[config.mk]
export PLATFORM = sky130hd
export DESIGN_NAME = cmpl_addsub
export DESIGN_NICKNAME = d
export VERILOG_FILES = /design/src/rtl/cmpl_addsub_pkg.sv /design/src/rtl/cas_mode_decode.sv /design/src/rtl/cas_xor_row.sv /design/src/rtl/cas_ripple_adder.sv /design/src/rtl/cas_result_stage.sv /design/src/rtl/cmpl_addsub.sv
export SDC_FILE = /design/constraint.sdc
export NUM_CORES = 1
export LEC_CHECK = 0
export BUFFER_PORTS_ARGS = -buffer_cell sky130_fd_sc_hd__buf_2
export CORE_MARGIN = 2
export CORE_UTILIZATION = 40
export DETAILED_ROUTE_END_ITERATION = 8
export GPL_TIMING_DRIVEN = 0
export PLACE_DENSITY = 0.72
export SLEW_MARGIN = 10
export SYNTH_ARGS = -nofsm -noshare
export SYNTH_HDL_FRONTEND = slang
export SYNTH_HIERARCHICAL = 1
export SYNTH_SLANG_ARGS = --single-unit
export TNS_END_PERCENT = 100
[constraint.sdc]
create_clock -name vclk -period 8.6
set_input_delay 1.72 -clock vclk [all_inputs]
set_output_delay 1.72 -clock vclk [all_outputs]
set_load 0.02 [all_outputs]
[src/rtl/cmpl_addsub_pkg.sv]
package cmpl_addsub_pkg;

    typedef enum logic [1:0] {
        OP_ADD     = 2'b00,
        OP_SUB_1C  = 2'b01,
        OP_SUB_2C  = 2'b10,
        OP_ADD_ALT = 2'b11
    } op_e;

    typedef enum logic [1:0] {
        MODE_ADD,
        MODE_SUB_1C,
        MODE_SUB_2C
    } mode_e;

endpackage

[src/rtl/cas_mode_decode.sv]
module cas_mode_decode
    import cmpl_addsub_pkg::*;
(
    input  logic [1:0] op_sel,
    output mode_e      mode,
    output logic       invert_b,
    output logic       carry_in
);

    always_comb begin
        unique case (op_e'(op_sel))
            OP_ADD, OP_ADD_ALT: begin
                mode     = MODE_ADD;
                invert_b = 1'b0;
                carry_in = 1'b0;
            end
            OP_SUB_1C: begin
                mode     = MODE_SUB_1C;
                invert_b = 1'b1;
                carry_in = 1'b0;
            end
            OP_SUB_2C: begin
                mode     = MODE_SUB_2C;
                invert_b = 1'b1;
                carry_in = 1'b1;
            end
        endcase
    end

endmodule

[src/rtl/cas_xor_row.sv]
module cas_xor_row #(
    parameter int DATA_W = 8
) (
    input  logic [DATA_W-1:0] din,
    input  logic              invert,
    output logic [DATA_W-1:0] dout
);

    for (genvar i = 0; i < DATA_W; i++) begin : g_bit
        assign dout[i] = din[i] ^ invert;
    end

endmodule

[src/rtl/cas_ripple_adder.sv]
module cas_ripple_adder #(
    parameter int DATA_W = 8
) (
    input  logic [DATA_W-1:0] x,
    input  logic [DATA_W-1:0] y,
    input  logic              cin,
    output logic [DATA_W-1:0] sum,
    output logic              cout
);

    logic [DATA_W:0] chain;

    assign chain[0] = cin;

    for (genvar i = 0; i < DATA_W; i++) begin : g_fa
        logic half;
        assign half       = x[i] ^ y[i];
        assign sum[i]     = half ^ chain[i];
        assign chain[i+1] = (x[i] & y[i]) | (half & chain[i]);
    end

    assign cout = chain[DATA_W];

endmodule

[src/rtl/cas_result_stage.sv]
module cas_result_stage
    import cmpl_addsub_pkg::*;
#(
    parameter int DATA_W = 8
) (
    input  mode_e             mode,
    input  logic [DATA_W-1:0] sum,
    input  logic              cout,
    output logic [DATA_W-1:0] result,
    output logic              neg
);

    localparam int MSB = DATA_W - 1;

    // End-around carry incrementer: the raw carry re-enters at bit 0.
    logic [DATA_W-1:0] wrap_c;
    logic [DATA_W-1:0] wrapped;

    assign wrap_c[0] = cout;

    for (genvar i = 0; i < DATA_W; i++) begin : g_inc
        assign wrapped[i] = sum[i] ^ wrap_c[i];
        if (i < MSB) begin : g_next
            assign wrap_c[i+1] = sum[i] & wrap_c[i];
        end
    end

    logic sum_all_ones;
    assign sum_all_ones = &sum;

    always_comb begin
        unique case (mode)
            MODE_SUB_1C: begin
                if (cout) begin
                    result = wrapped;
                    neg    = 1'b0;
                end else begin
                    result = ~sum;
                    // An all-ones sum is negative zero: report plain zero.
                    neg    = ~sum_all_ones;
                end
            end
            MODE_SUB_2C: begin
                result = sum;
                neg    = sum[MSB];
            end
            default: begin
                result = sum;
                neg    = 1'b0;
            end
        endcase
    end

endmodule

[src/rtl/cmpl_addsub.sv]
module cmpl_addsub
    import cmpl_addsub_pkg::*;
#(
    parameter int DATA_W = 8
) (
    input  logic [DATA_W-1:0] opnd_a,
    input  logic [DATA_W-1:0] opnd_b,
    input  logic [1:0]        op_sel,
    output logic [DATA_W-1:0] result,
    output logic              neg,
    output logic              carry_out
);

    mode_e             mode;
    logic              invert_b;
    logic              carry_in;
    logic [DATA_W-1:0] b_cond;
    logic [DATA_W-1:0] raw_sum;

    cas_mode_decode u_decode (
        .op_sel   (op_sel),
        .mode     (mode),
        .invert_b (invert_b),
        .carry_in (carry_in)
    );

    cas_xor_row #(.DATA_W(DATA_W)) u_xor (
        .din    (opnd_b),
        .invert (invert_b),
        .dout   (b_cond)
    );

    cas_ripple_adder #(.DATA_W(DATA_W)) u_adder (
        .x    (opnd_a),
        .y    (b_cond),
        .cin  (carry_in),
        .sum  (raw_sum),
        .cout (carry_out)
    );

    cas_result_stage #(.DATA_W(DATA_W)) u_result (
        .mode   (mode),
        .sum    (raw_sum),
        .cout   (carry_out),
        .result (result),
        .neg    (neg)
    );

endmodule

Word-level counts from Yosys, hierarchy flattened:

Index checks and enable logic that the tools add are counted.

* flip-flop bits (word level): 0
* input bits: 18
* output and inout port bits: 10
* word-level logic and storage cells: 82

* eq/ne operators: 5
* mux-type cells: 7
* bitwise operators: 65
* reductions and logical operators: 5

Operator list (number)
* XOR 1 bit: 32
* bitwise AND 1 bit: 23
* 2-to-1 mux 8 bit: 2
* NOT 8 bit: 1
* OR 1 bit: 8
* AND reduction 8 bit: 1
* == test 2 bit, second input constant: 3
* one-hot mux 1 bit (2 select lines): 3
* one-hot mux 2 bit (3 select lines): 1
* == test 2 x 1 -> 1 bit, second input constant: 2
* OR reduction 2 bit: 2
* OR reduction 3 bit: 1
* logical NOT 2 bit: 1
* 2-to-1 mux 1 bit: 1
* NOT 1 bit: 1

Depth between registers and ports, before layout:

Gate-level depths: netlist of the first run.

* word-level depth: 31
* mapped depth: 27
* mapped depth without buffers: 25

By module:

The synthesis of the first run kept the hierarchy.

Modules (own cells, without submodules)
* cas_result_stage: times used 1, cells an instance 45, area each 322.8 sq um, seq. area each 0.0 sq um
* cas_ripple_adder: times used 1, cells an instance 18, area each 197.7 sq um, seq. area each 0.0 sq um
* cas_xor_row: times used 1, cells an instance 9, area each 81.3 sq um, seq. area each 0.0 sq um
* cas_mode_decode: times used 1, cells an instance 6, area each 43.8 sq um, seq. area each 0.0 sq um

Least setup slack after synthesis of the first run:

Ideal clock, no wire load.

* path kind: input to output
* start: input op_sel[0]
* end: output result[6]
* data arrival time: 7.011 ns
* required time: 6.880 ns
* slack: -0.131 ns
* stages on the path: 27
* path buffers: 2
* path through: inv_1 > ha_1 > inv_1 > buf_6 > xor2_1 > inv_1 > fa_1 > inv_1 > fa_1 > fa_1 > fa_1 > fa_1 > fa_1 > fa_1 > inv_1 > fa_1 > inv_1 > buf_6 > and2_1 > ha_1 > ha_1 > ha_1 > ha_1 > ha_1 > ha_1 > mux2i_1 > mux2i_1

* cells in the longest elaborated chain, start to end: 30
* elaborated cells between the ends (all ways): 68
* classes of those cells: eq/ne: 4; mux: 5; bitwise: 55; reduce/logical: 4

Ends and longest elaborated chain
* start, declared: line cmpl_addsub.sv:8 `input logic [1:0] op_sel,`
* == test 2 x 1 -> 1 bit (tied with other cells): line cas_mode_decode.sv:11 `unique case (op_e'(op_sel))`
* OR reduction 2 bit (no line)
* one-hot mux 1 bit (2 select lines) *: line cas_mode_decode.sv:11
* named net invert_b: line cmpl_addsub.sv:15 `logic invert_b;`
* XOR 1 bit *: line cas_xor_row.sv:10 `assign dout[i] = din[i] ^ invert;`
* named net b_cond[0]: line cmpl_addsub.sv:17 `logic [DATA_W-1:0] b_cond;`
* XOR 1 bit: line cas_ripple_adder.sv:17 `assign half = x[i] ^ y[i];`
* bitwise AND 1 bit: line cas_ripple_adder.sv:19 `assign chain[i+1] = (x[i] & y[i]) | (half & chain[i]);`
* [12 not listed]
* OR 1 bit *: line cas_ripple_adder.sv:19
* bitwise AND 1 bit *: line cas_ripple_adder.sv:19
* OR 1 bit *: line cas_ripple_adder.sv:19
* named net carry_out: line cmpl_addsub.sv:11 `output logic carry_out`
* bitwise AND 1 bit (6 in a row): line cas_result_stage.sv:24 `assign wrap_c[i+1] = sum[i] & wrap_c[i];`
* XOR 1 bit: line cas_result_stage.sv:22 `assign wrapped[i] = sum[i] ^ wrap_c[i];`
* 2-to-1 mux 8 bit *: line cas_result_stage.sv:34 `if (cout) begin`
* 2-to-1 mux 8 bit *: line cas_result_stage.sv:32 `unique case (mode)`
* end, declared: line cmpl_addsub.sv:9 `output logic [DATA_W-1:0] result,`

The timed path passes the listed nets; every way through them passes the cells marked *.

Worst setup path in the final report of the first run:

* start: input op_sel[0]
* end: output result[6]

* cells in the longest elaborated chain, start to end: 30
* elaborated cells between the ends (all ways): 68
* classes of those cells: eq/ne: 4; mux: 5; bitwise: 55; reduce/logical: 4

Ends and longest elaborated chain (line)
* == test 2 x 1 -> 1 bit (tied with other cells): cas_mode_decode.sv:11
* OR reduction 2 bit (no line)
* one-hot mux 1 bit (2 select lines) *: cas_mode_decode.sv:11
* named net invert_b: cmpl_addsub.sv:15
* XOR 1 bit *: cas_xor_row.sv:10
* named net b_cond[0]: cmpl_addsub.sv:17
* XOR 1 bit: cas_ripple_adder.sv:17
* bitwise AND 1 bit: cas_ripple_adder.sv:19
* [11 not listed]
* bitwise AND 1 bit: cas_ripple_adder.sv:19
* OR 1 bit: cas_ripple_adder.sv:19
* bitwise AND 1 bit: cas_ripple_adder.sv:19
* OR 1 bit: cas_ripple_adder.sv:19
* bitwise AND 1 bit (6 in a row): cas_result_stage.sv:24
* XOR 1 bit: cas_result_stage.sv:22
* 2-to-1 mux 8 bit: cas_result_stage.sv:34
* 2-to-1 mux 8 bit *: cas_result_stage.sv:32

Marked as above.

==> impl_summary.txt, run 1 <==
----------------------------------------------------
[Hold path]
  Hold path cells ... 5
  Worst min path class ... in -> out

[Floorplan]
  Initial core utilization ... 42.86%
  Die footprint ... 1951 sq um
  Die Span X ... 44.18 um
  I/O pin cnt ... 28
  Std-Cell Rows ... 14
  Core region area ... 1506 sq um
  Die Span Y ... 44.18 um

[Placement]
  Post-detailed-placement half-perimeter wirelength ... 1.009 mm
  GP Congestion ... 0.7415
  Quantity of I/O buffers inserted on ports ... 28

[Final layout]
  Share of layout cells above drive strength 1 ... 49.53%
  Sequential cell count of the final layout ... 0
  Antenna diodes ... 0
  Final layout net count ... 145
  Layout clock buffer count ... 0
  Layout area overhead ... 35.27%
  Filler Cell Count ... 138
  Finished Core Util ... 57.97%
  Register cell area after layout ... 0 sq um

[GRT]
  First-pass GRT wire length ... 2.173 mm
  Total grt overflow ... 0
  Global routing usage summed across all routing layers ... 14.23%
  Pin count of the biggest net entering global routing ... 11
  Via count of the first global-routing pass ... 531
  Antenna violations before repair ... 0

[Synth]
  Synth Net Count ... 114
  Share of the yosys chip area belonging to registers ... 0%
  Mapped cell area ... 645.6 sq um
  YS warnings ... 6
  Syn avg cell area ... 8.277 sq um
  Most frequently used cell type in the post-synthesis netlist ... sky130_fd_sc_hd__inv_1
  Distinct cell type count after synthesis ... 20
  Area contributors post-synth ... sky130_fd_sc_hd__fa_1 25%, sky130_fd_sc_hd__ha_1 19%, sky130_fd_sc_hd__xor2_1 12%, sky130_fd_sc_hd__inv_1 10%, sky130_fd_sc_hd__mux2i_1 6.2%
  Largest area contributor in the synthesized netlist ... sky130_fd_sc_hd__fa_1
  Cell count after synthesis ... 78
  Fraction of post-synthesis cell area in the top cell type by area ... 24.81%
  Most frequent cells after synthesis ... 18 x sky130_fd_sc_hd__inv_1, 10 x sky130_fd_sc_hd__ha_1, 9 x sky130_fd_sc_hd__xor2_1

[Timing]
  Worst-Margin Slew ... 246.0 ps
  Number of hold-slack violations in the final timing report ... 0
  Time the final worst path needs with I/O delays and setup ... 8388 ps
  Share of the cycle needed by the critical path after routing ... 97.53%
  Max Clock Freq ... 0.1192 GHz
  Final count of negative-setup-slack endpoints ... 0
  Number of slew-limit violations in the final report ... 0
  Min Hold Slack ... 4088 ps
  Remaining max-slew budget at the tightest pin ... 83.54%

[Pwr]
  Pwr Density ... 166.9 nW/um^2
  Static Leak ... 0.4544 nW
  Peak ir drop on the vdd network ... 0.00008946 V
  Post-layout power ... 0.1458 mW

[Detailed routing]
  Number of vias after detailed routing ... 578
  Detailed router's first-iteration violation count ... 12
  Average detailed-routed wire length per instance ... 10.45 um
  Number of design rule violations left after detail routing ... 0
  Detail-routed via count per cell ... 4.699
  Post-detailed-route count of antenna-violating nets ... 0
  Detailed-route wire length ... 1.285 mm
  Total iterations of the first detailed-routing run ... 4

[Run status]
  Outcome ... completed

[Critical path]
  Cell with the largest stage delay on the worst path ... sky130_fd_sc_hd__fa_2
  Worst endpoint required time ... 6880 ps
  Family with the most delay on the worst path ... adder cells
  Critical path buffers and inverters ... 9
  Stages on the worst setup path ... 28
  Maximum cell stage delay along the critical path ... 350 ps
  Biggest fanout along the worst timing path ... 2
  Crit path DAT ... 6670 ps
  Worst setup SP type ... primary input
  Cell with the most instances on the worst path ... sky130_fd_sc_hd__fa_2
  Critical path capture point type ... output port
  Type of the setup path with the least slack ... in -> out

[Flow run]
  Max-cap violation count ... 0

[Clocking]
  CTS Hold Buffers Added ... 0

----------------------------------------------------
-- path summary, 6_finish.rpt --
path	from	to	slack (ps)
worst max-delay path	op_sel[0]	result[6]	210
worst min-delay path	opnd_a[1]	result[1]	4090
-- cell families (layout without fill, tap and decap cells) --
logic type / count (synthesis) / in the layout / synth area share [%]
buffers and inverters: 23 / 52 / 17.83
adders and majority gates: 18 / 18 / 44.19
and+or+nand+nor: 12 / 12 / 8.528
AOI/OAI and AO/OA: 11 / 11 / 9.690
xor gates and xnor gates: 10 / 10 / 13.57
muxes: 4 / 4 / 6.202
-- repair_timing --
action / in CTS / in global routing
buffers inserted: 2 / 0
resized for setup: 15 / 3
pin swaps: 8 / 9
endpoints found under the setup margin: 3 / 3
-- per-stage QoR --
stage | area, sq um | instances | setup WS [ps] | TNS (ps)
4_1_cts | 848.3 | 123 | 1.791 | 0
5_1_grt | 873.3 | 123 | -7.693 | -7.693
2_1_floorplan | 651.9 | 78 | 22.45 | 0
3_5_place_dp | 812.0 | 122 | -254.7 | -512.0
3_3_place_gp | 812.0 | 122 | -205.0 | -357.9
6_report | 873.3 | 123 | 212.1 | 0
-- routing by layer --
| layer | share of wire [%] | vias up | wire, um | track usage [%] |
|---|---|---|---|---|
| met2 | 50 | 21 | 639 | 26.76 |
| li1 | - | 301 | - | - |
| met4 | 0 | 0 | 0 | 0 |
| met1 | 45 | 256 | 574 | 19.44 |
| met5 | 0 | - | 0 | 0 |
| met3 | 5.5 | 0 | 71 | 0 |
-- worst min-delay path, stage by stage --
cell and delay [ps]:
sky130_fd_sc_hd__buf_2 90, sky130_fd_sc_hd__fa_2 230, sky130_fd_sc_hd__inv_1 50, sky130_fd_sc_hd__o21ai_1 110, sky130_fd_sc_hd__buf_2 160
-- cells in the final DEF, fill, tap and decap left out --
cell type / count
sky130_fd_sc_hd__buf_2: 27
sky130_fd_sc_hd__inv_1: 15
sky130_fd_sc_hd__xor2_1: 9
sky130_fd_sc_hd__fa_2: 8
sky130_fd_sc_hd__nor2_1: 7
sky130_fd_sc_hd__a21oi_1: 6
sky130_fd_sc_hd__buf_4: 4
sky130_fd_sc_hd__ha_1: 4
sky130_fd_sc_hd__ha_2: 4
sky130_fd_sc_hd__mux2i_1: 3
sky130_fd_sc_hd__inv_4: 2
sky130_fd_sc_hd__inv_2: 2
sky130_fd_sc_hd__buf_6: 2
sky130_fd_sc_hd__nand4_1: 2
sky130_fd_sc_hd__ha_4: 2
sky130_fd_sc_hd__mux2i_2: 1
sky130_fd_sc_hd__and2_1: 1
sky130_fd_sc_hd__and3_1: 1
sky130_fd_sc_hd__a31oi_1: 1
sky130_fd_sc_hd__o21ai_1: 1
sky130_fd_sc_hd__nand2_1: 1
sky130_fd_sc_hd__o211ai_1: 1
sky130_fd_sc_hd__o21ai_0: 1
sky130_fd_sc_hd__o21ai_2: 1
sky130_fd_sc_hd__xnor2_1: 1
-- area by class of cell --
cell class / count / area [sq um] / share of cell area [%]
plain buffers: 3 / 30.03 / 3.438
inverters: 19 / 76.32 / 8.739
multi-input cells: 55 / 589.3 / 67.48
well taps: 16 / 20.02 / 2.292
repair buffers: 30 / 157.7 / 18.05
-- report_power, final --
group          internal, mW  switching, mW  leakage, nW
Sequential                0              0            0
Combinational        0.0624         0.0833        0.454
Clock                     0              0            0
Total                0.0624         0.0833        0.454
(Power assumes the default switching activity.)
==> run 2: changes to the inputs <==
--- a/config.mk
+++ b/config.mk
@@ -9,7 +9,6 @@
 export CORE_MARGIN = 2
 export CORE_UTILIZATION = 40
 export DETAILED_ROUTE_END_ITERATION = 8
-export GPL_TIMING_DRIVEN = 0
 export PLACE_DENSITY = 0.72
 export SLEW_MARGIN = 10
 export SYNTH_ARGS = -nofsm -noshare
==> constraint.sdc (replaced) <==
create_clock -name vclk -period 8.6
set_input_delay 1.72 -clock vclk [all_inputs]
set_output_delay 1.72 -clock vclk [all_outputs]
set_load 0.005 [all_outputs]
==> run 2 against run 1 <==
  * Global-route usage decreased by 1.9 points
  * Fmax is 0.39% higher
  * Largest power group unchanged
  * Setup slack gained 32 ps
  * Cell count shrank 2.4%
==> impl_summary.txt, run 2 (synthesized netlist as in run 1, its figures left out) <==
----------------------------------------------------
[Timing]
  Time the final worst path needs with I/O delays and setup ... 8356 ps
  Setup TNS ... 0 ps
  Unrepaired setup endpoints after global routing ... false
  Number of slew-limit violations in the final report ... 0
  Worst-Margin Slew ... 536.9 ps
  Number of hold-slack violations in the final timing report ... 0
  Final count of negative-setup-slack endpoints ... 0
  Share of the cycle needed by the critical path after routing ... 97.16%
  Remaining max-slew budget at the tightest pin ... 64.21%
  Max Clock Freq ... 0.1197 GHz

[GRT]
  Antenna violations before repair ... 0
  Global routing usage summed across all routing layers ... 12.29%
  Total grt overflow ... 0
  Via count of the first global-routing pass ... 488
  First-pass GRT wire length ... 1.932 mm
  Pin count of the biggest net entering global routing ... 15

[Critical path]
  Biggest fanout along the worst timing path ... 2
  Critical path buffers and inverters ... 8
  Worst endpoint required time ... 6880 ps
  Cell with the largest stage delay on the worst path ... sky130_fd_sc_hd__fa_1
  Worst setup SP type ... primary input
  Crit path DAT ... 6640 ps
  Critical path capture point type ... output port
  Maximum cell stage delay along the critical path ... 370 ps
  Family with the most delay on the worst path ... adder cells
  Cell with the most instances on the worst path ... sky130_fd_sc_hd__ha_1
  Type of the setup path with the least slack ... in -> out

[Final layout]
  Layout Cells excl Fill ... 120
  Share of layout cells above drive strength 1 ... 35.58%
  Most common cell after layout, fill and taps aside ... sky130_fd_sc_hd__buf_2
  Commonest cells after routing, fill and taps aside ... 28 x sky130_fd_sc_hd__buf_2, 18 x sky130_fd_sc_hd__inv_1, 10 x sky130_fd_sc_hd__ha_1
  Sequential cell count of the final layout ... 0
  Antenna diodes ... 0
  Filler Cell Count ... 151
  Layout area overhead ... 22.67%
  Layout clock buffer count ... 0
  Register cell area after layout ... 0 sq um
  Final layout net count ... 142

[Floorplan]
  Die Span X ... 44.18 um
  Die footprint ... 1951 sq um
  Initial core utilization ... 42.86%
  Core region area ... 1506 sq um
  Std-Cell Rows ... 14
  I/O pin cnt ... 28
  Die Span Y ... 44.18 um

[Clocking]
  Number of gates resized after cts ... 0
  CTS Hold Buffers Added ... 0
  Number of buffers added for setup after CTS ... 0

[Pwr]
  Static Leak ... 0.4511 nW
  Peak ir drop on the vdd network ... 0.00006555 V
  Post-layout power ... 0.1115 mW
  Pwr Density ... 140.7 nW/um^2

[Run status]
  Outcome ... completed

[Placement]
  GP Congestion ... 0.7681
  Quantity of I/O buffers inserted on ports ... 28
  Post-detailed-placement half-perimeter wirelength ... 1.018 mm
  DP Cell Count ... 120

[Detailed routing]
  Total iterations of the first detailed-routing run ... 3
  Detailed router's first-iteration violation count ... 2
  Post-detailed-route count of antenna-violating nets ... 0
  Number of design rule violations left after detail routing ... 0
  Average detailed-routed wire length per instance ... 9.775 um
  Detailed-route wire length ... 1.173 mm
  Detail-routed via count per cell ... 4.675
  Number of vias after detailed routing ... 561

[Hold path]
  Worst min path class ... in -> out

[Flow run]
  Max-cap violation count ... 0

----------------------------------------------------
run 2: worst paths after layout:
| kind | start | end | slack, ps | cells after the start |
|---|---|---|---|---|
| setup / recovery | op_sel[0] | result[6] | 240 | 27 |
| hold / removal | opnd_a[1] | result[1] | 4040 | 5 |
run 2: routing by layer:
metal | up-vias | share of wire, % | track usage [%]
met5 | - | 0 | 0
li1 | 296 | - | -
met2 | 17 | 52 | 23.24
met3 | 0 | 6.0 | 0.8163
met1 | 248 | 42 | 16.20
met4 | 0 | 0 | 0
run 2: cell type report:
cell class	instances	area, sq um	area share, %
timing repair buffer	30	155.1	19.59
multi-input combinational	55	543.0	68.56
inverter	19	73.82	9.321
tap	16	20.02	2.528
run 2: stage by stage:
step | instance area [sq um] | util, % | worst slack (ps) | hold WS [ps]
2_1_floorplan | 645.6 | - | 173.1 | 3703
3_3_place_gp | 779.5 | 51.74 | 93.72 | 4045
3_5_place_dp | 779.5 | 51.74 | 21.26 | 4035
4_1_cts | 779.5 | 51.74 | 7.861 | 4040
5_1_grt | 792.0 | 52.57 | 21.40 | 4072
6_report | 792.0 | 52.57 | 244.3 | 4037
run 2: power breakdown:
group | internal [mW] | total (mW) | switching, mW
sequential | 0 | 0 | 0
combinational | 0.0532 | 0.111 | 0.0583
clock | 0 | 0 | 0
total | 0.0532 | 0.111 | 0.0583
==> run 3: changes to the inputs <==
--- a/config.mk
+++ b/config.mk
@@ -10,6 +10,7 @@
 export CORE_UTILIZATION = 40
 export DETAILED_ROUTE_END_ITERATION = 8
 export PLACE_DENSITY = 0.72
+export REMOVE_ABC_BUFFERS = 1
 export SLEW_MARGIN = 10
 export SYNTH_ARGS = -nofsm -noshare
 export SYNTH_HDL_FRONTEND = slang
==> run 3 against run 2 <==
  * Count of clock-buffer cells in the layout stayed put
  * Cell count stayed put
  * Critical endpoint unchanged
  * Power is 13% higher
  * Die area stayed put
  * Largest power group unchanged
  * Non-clock buffer count stayed put
  * Combinational power is 14% higher
==> impl_summary.txt, run 3 (synthesized netlist as in run 1, its figures left out) <==
----------------------------------------------------
[Timing]
  Final count of negative-setup-slack endpoints ... 0
  Worst-Margin Slew ... 526.9 ps
  Min Hold Slack ... 4032 ps
  PnR worst setup slack ... 243.1 ps
  Time the final worst path needs with I/O delays and setup ... 8357 ps
  Setup TNS ... 0 ps
  Max Clock Freq ... 0.1197 GHz
  Number of hold-slack violations in the final timing report ... 0
  Remaining max-slew budget at the tightest pin ... 64.87%
  Share of the cycle needed by the critical path after routing ... 97.17%
  Number of slew-limit violations in the final report ... 0

[Pwr]
  Pwr Density ... 144.6 nW/um^2
  Net load switching power ... 0.06531 mW
  Switching part of the total ... 51.70%
  Internal power consumption ... 0.06101 mW
  Post-layout power ... 0.1263 mW
  Clock network fraction of design power ... 0%
  Static Leak ... 0.4375 nW
  Peak ir drop on the vdd network ... 0.00007148 V
  Combinational share of power ... 100.0%
  Flop pwr share ... 0%

[Floorplan]
  I/O pin cnt ... 28
  Core region area ... 1506 sq um
  Die footprint ... 1951 sq um
  Initial core utilization ... 42.86%
  Std-Cell Rows ... 14
  Die Span X ... 44.18 um
  Die Span Y ... 44.18 um

[Placement]
  Area post-placement ... 779.5 sq um
  Post-detailed-placement half-perimeter wirelength ... 1.043 mm
  Worst slack, placed ... -46.68 ps
  DP Cell Count ... 120
  Quantity of I/O buffers inserted on ports ... 28
  GP Congestion ... 0.7778

[Critical path]
  Critical path buffers and inverters ... 7
  Cell with the largest stage delay on the worst path ... sky130_fd_sc_hd__fa_2
  Worst endpoint required time ... 6880 ps
  Maximum cell stage delay along the critical path ... 380 ps
  Type of the setup path with the least slack ... in -> out
  Crit path DAT ... 6640 ps
  Biggest fanout along the worst timing path ... 2
  Cell with the most instances on the worst path ... sky130_fd_sc_hd__fa_2
  Critical path capture point type ... output port
  Family with the most delay on the worst path ... adder cells
  Worst setup SP type ... primary input

[GRT]
  Antenna violations before repair ... 0
  Total grt overflow ... 0
  Pin count of the biggest net entering global routing ... 15
  First-pass GRT wire length ... 2.111 mm
  Via count of the first global-routing pass ... 523
  Global routing usage summed across all routing layers ... 13.49%

[Final layout]
  Register cell area after layout ... 0 sq um
  Most common cell after layout, fill and taps aside ... sky130_fd_sc_hd__buf_2
  Commonest cells after routing, fill and taps aside ... 27 x sky130_fd_sc_hd__buf_2, 13 x sky130_fd_sc_hd__inv_1, 9 x sky130_fd_sc_hd__xor2_1
  Share of layout cells above drive strength 1 ... 50.00%
  Layout Cells excl Fill ... 120
  Finished Core Util ... 57.97%
  Antenna diodes ... 0
  Filler Cell Count ... 135
  Final layout net count ... 142
  Layout clock buffer count ... 0
  Layout area overhead ... 35.27%
  Cell area after layout ... 873.3 sq um
  Sequential cell count of the final layout ... 0

[Hold path]
  Worst min path class ... in -> out
  Hold path cells ... 5
  Startpoint of the most critical hold path ... op_sel[1]
  WHS Endpoint ... neg

[Detailed routing]
  Number of vias after detailed routing ... 565
  Detailed router's first-iteration violation count ... 7
  Average detailed-routed wire length per instance ... 10.17 um
  Post-detailed-route count of antenna-violating nets ... 0
  Number of design rule violations left after detail routing ... 0
  Detailed-route wire length ... 1.220 mm
  Detail-routed via count per cell ... 4.708
  Total iterations of the first detailed-routing run ... 4

[Flow run]
  Max-cap violation count ... 0

[Run status]
  Outcome ... completed

[Clocking]
  CTS Hold Buffers Added ... 0

----------------------------------------------------
run 3: worst max path at each step:
stage / startpoint / endpoint / cells past startpoint
after detailed placement: op_sel[0] / result[6] / 27
after global placement: op_sel[0] / result[6] / 27
after global routing: op_sel[1] / result[6] / 26
after floorplan: op_sel[0] / result[6] / 25
final: op_sel[1] / result[6] / 26
after CTS: op_sel[0] / result[6] / 27
run 3: final cells by class:
cell class                 count  area [sq um]  area share, %
inverter                      19         73.82          8.453
multi-input combinational     55         618.1          70.77
tap                           16         20.02          2.292
timing repair buffer          30         161.4          18.48
run 3: what timing repair did:
item / CTS / global route
pin swaps: 0 / 9
gates cloned: 0 / 0
gates resized for setup: 2 / 22
setup endpoints to repair: 2 / 3
setup buffers: 0 / 0
run 3: power by group through the flow:
| stage | clock [mW] | combinational [mW] | sequential (mW) |
|---|---|---|---|
| CTS | 0 | 0.111 | 0 |
| global placement | 0 | 0.106 | 0 |
| detailed placement | 0 | 0.109 | 0 |
| floorplan | 0 | 0.0729 | 0 |
| finish | 0 | 0.126 | 0 |
| global route | 0 | 0.146 | 0 |
run 3: layer usage:
metal  share of wire [%]  GRT usage [%]  vias to the layer above
li1                    -              -                      294
met2                  53          24.12                       15
met3                 4.0              0                        0
met4                   0              0                        0
met1                  43          19.54                      256
met5                   0              0                        -
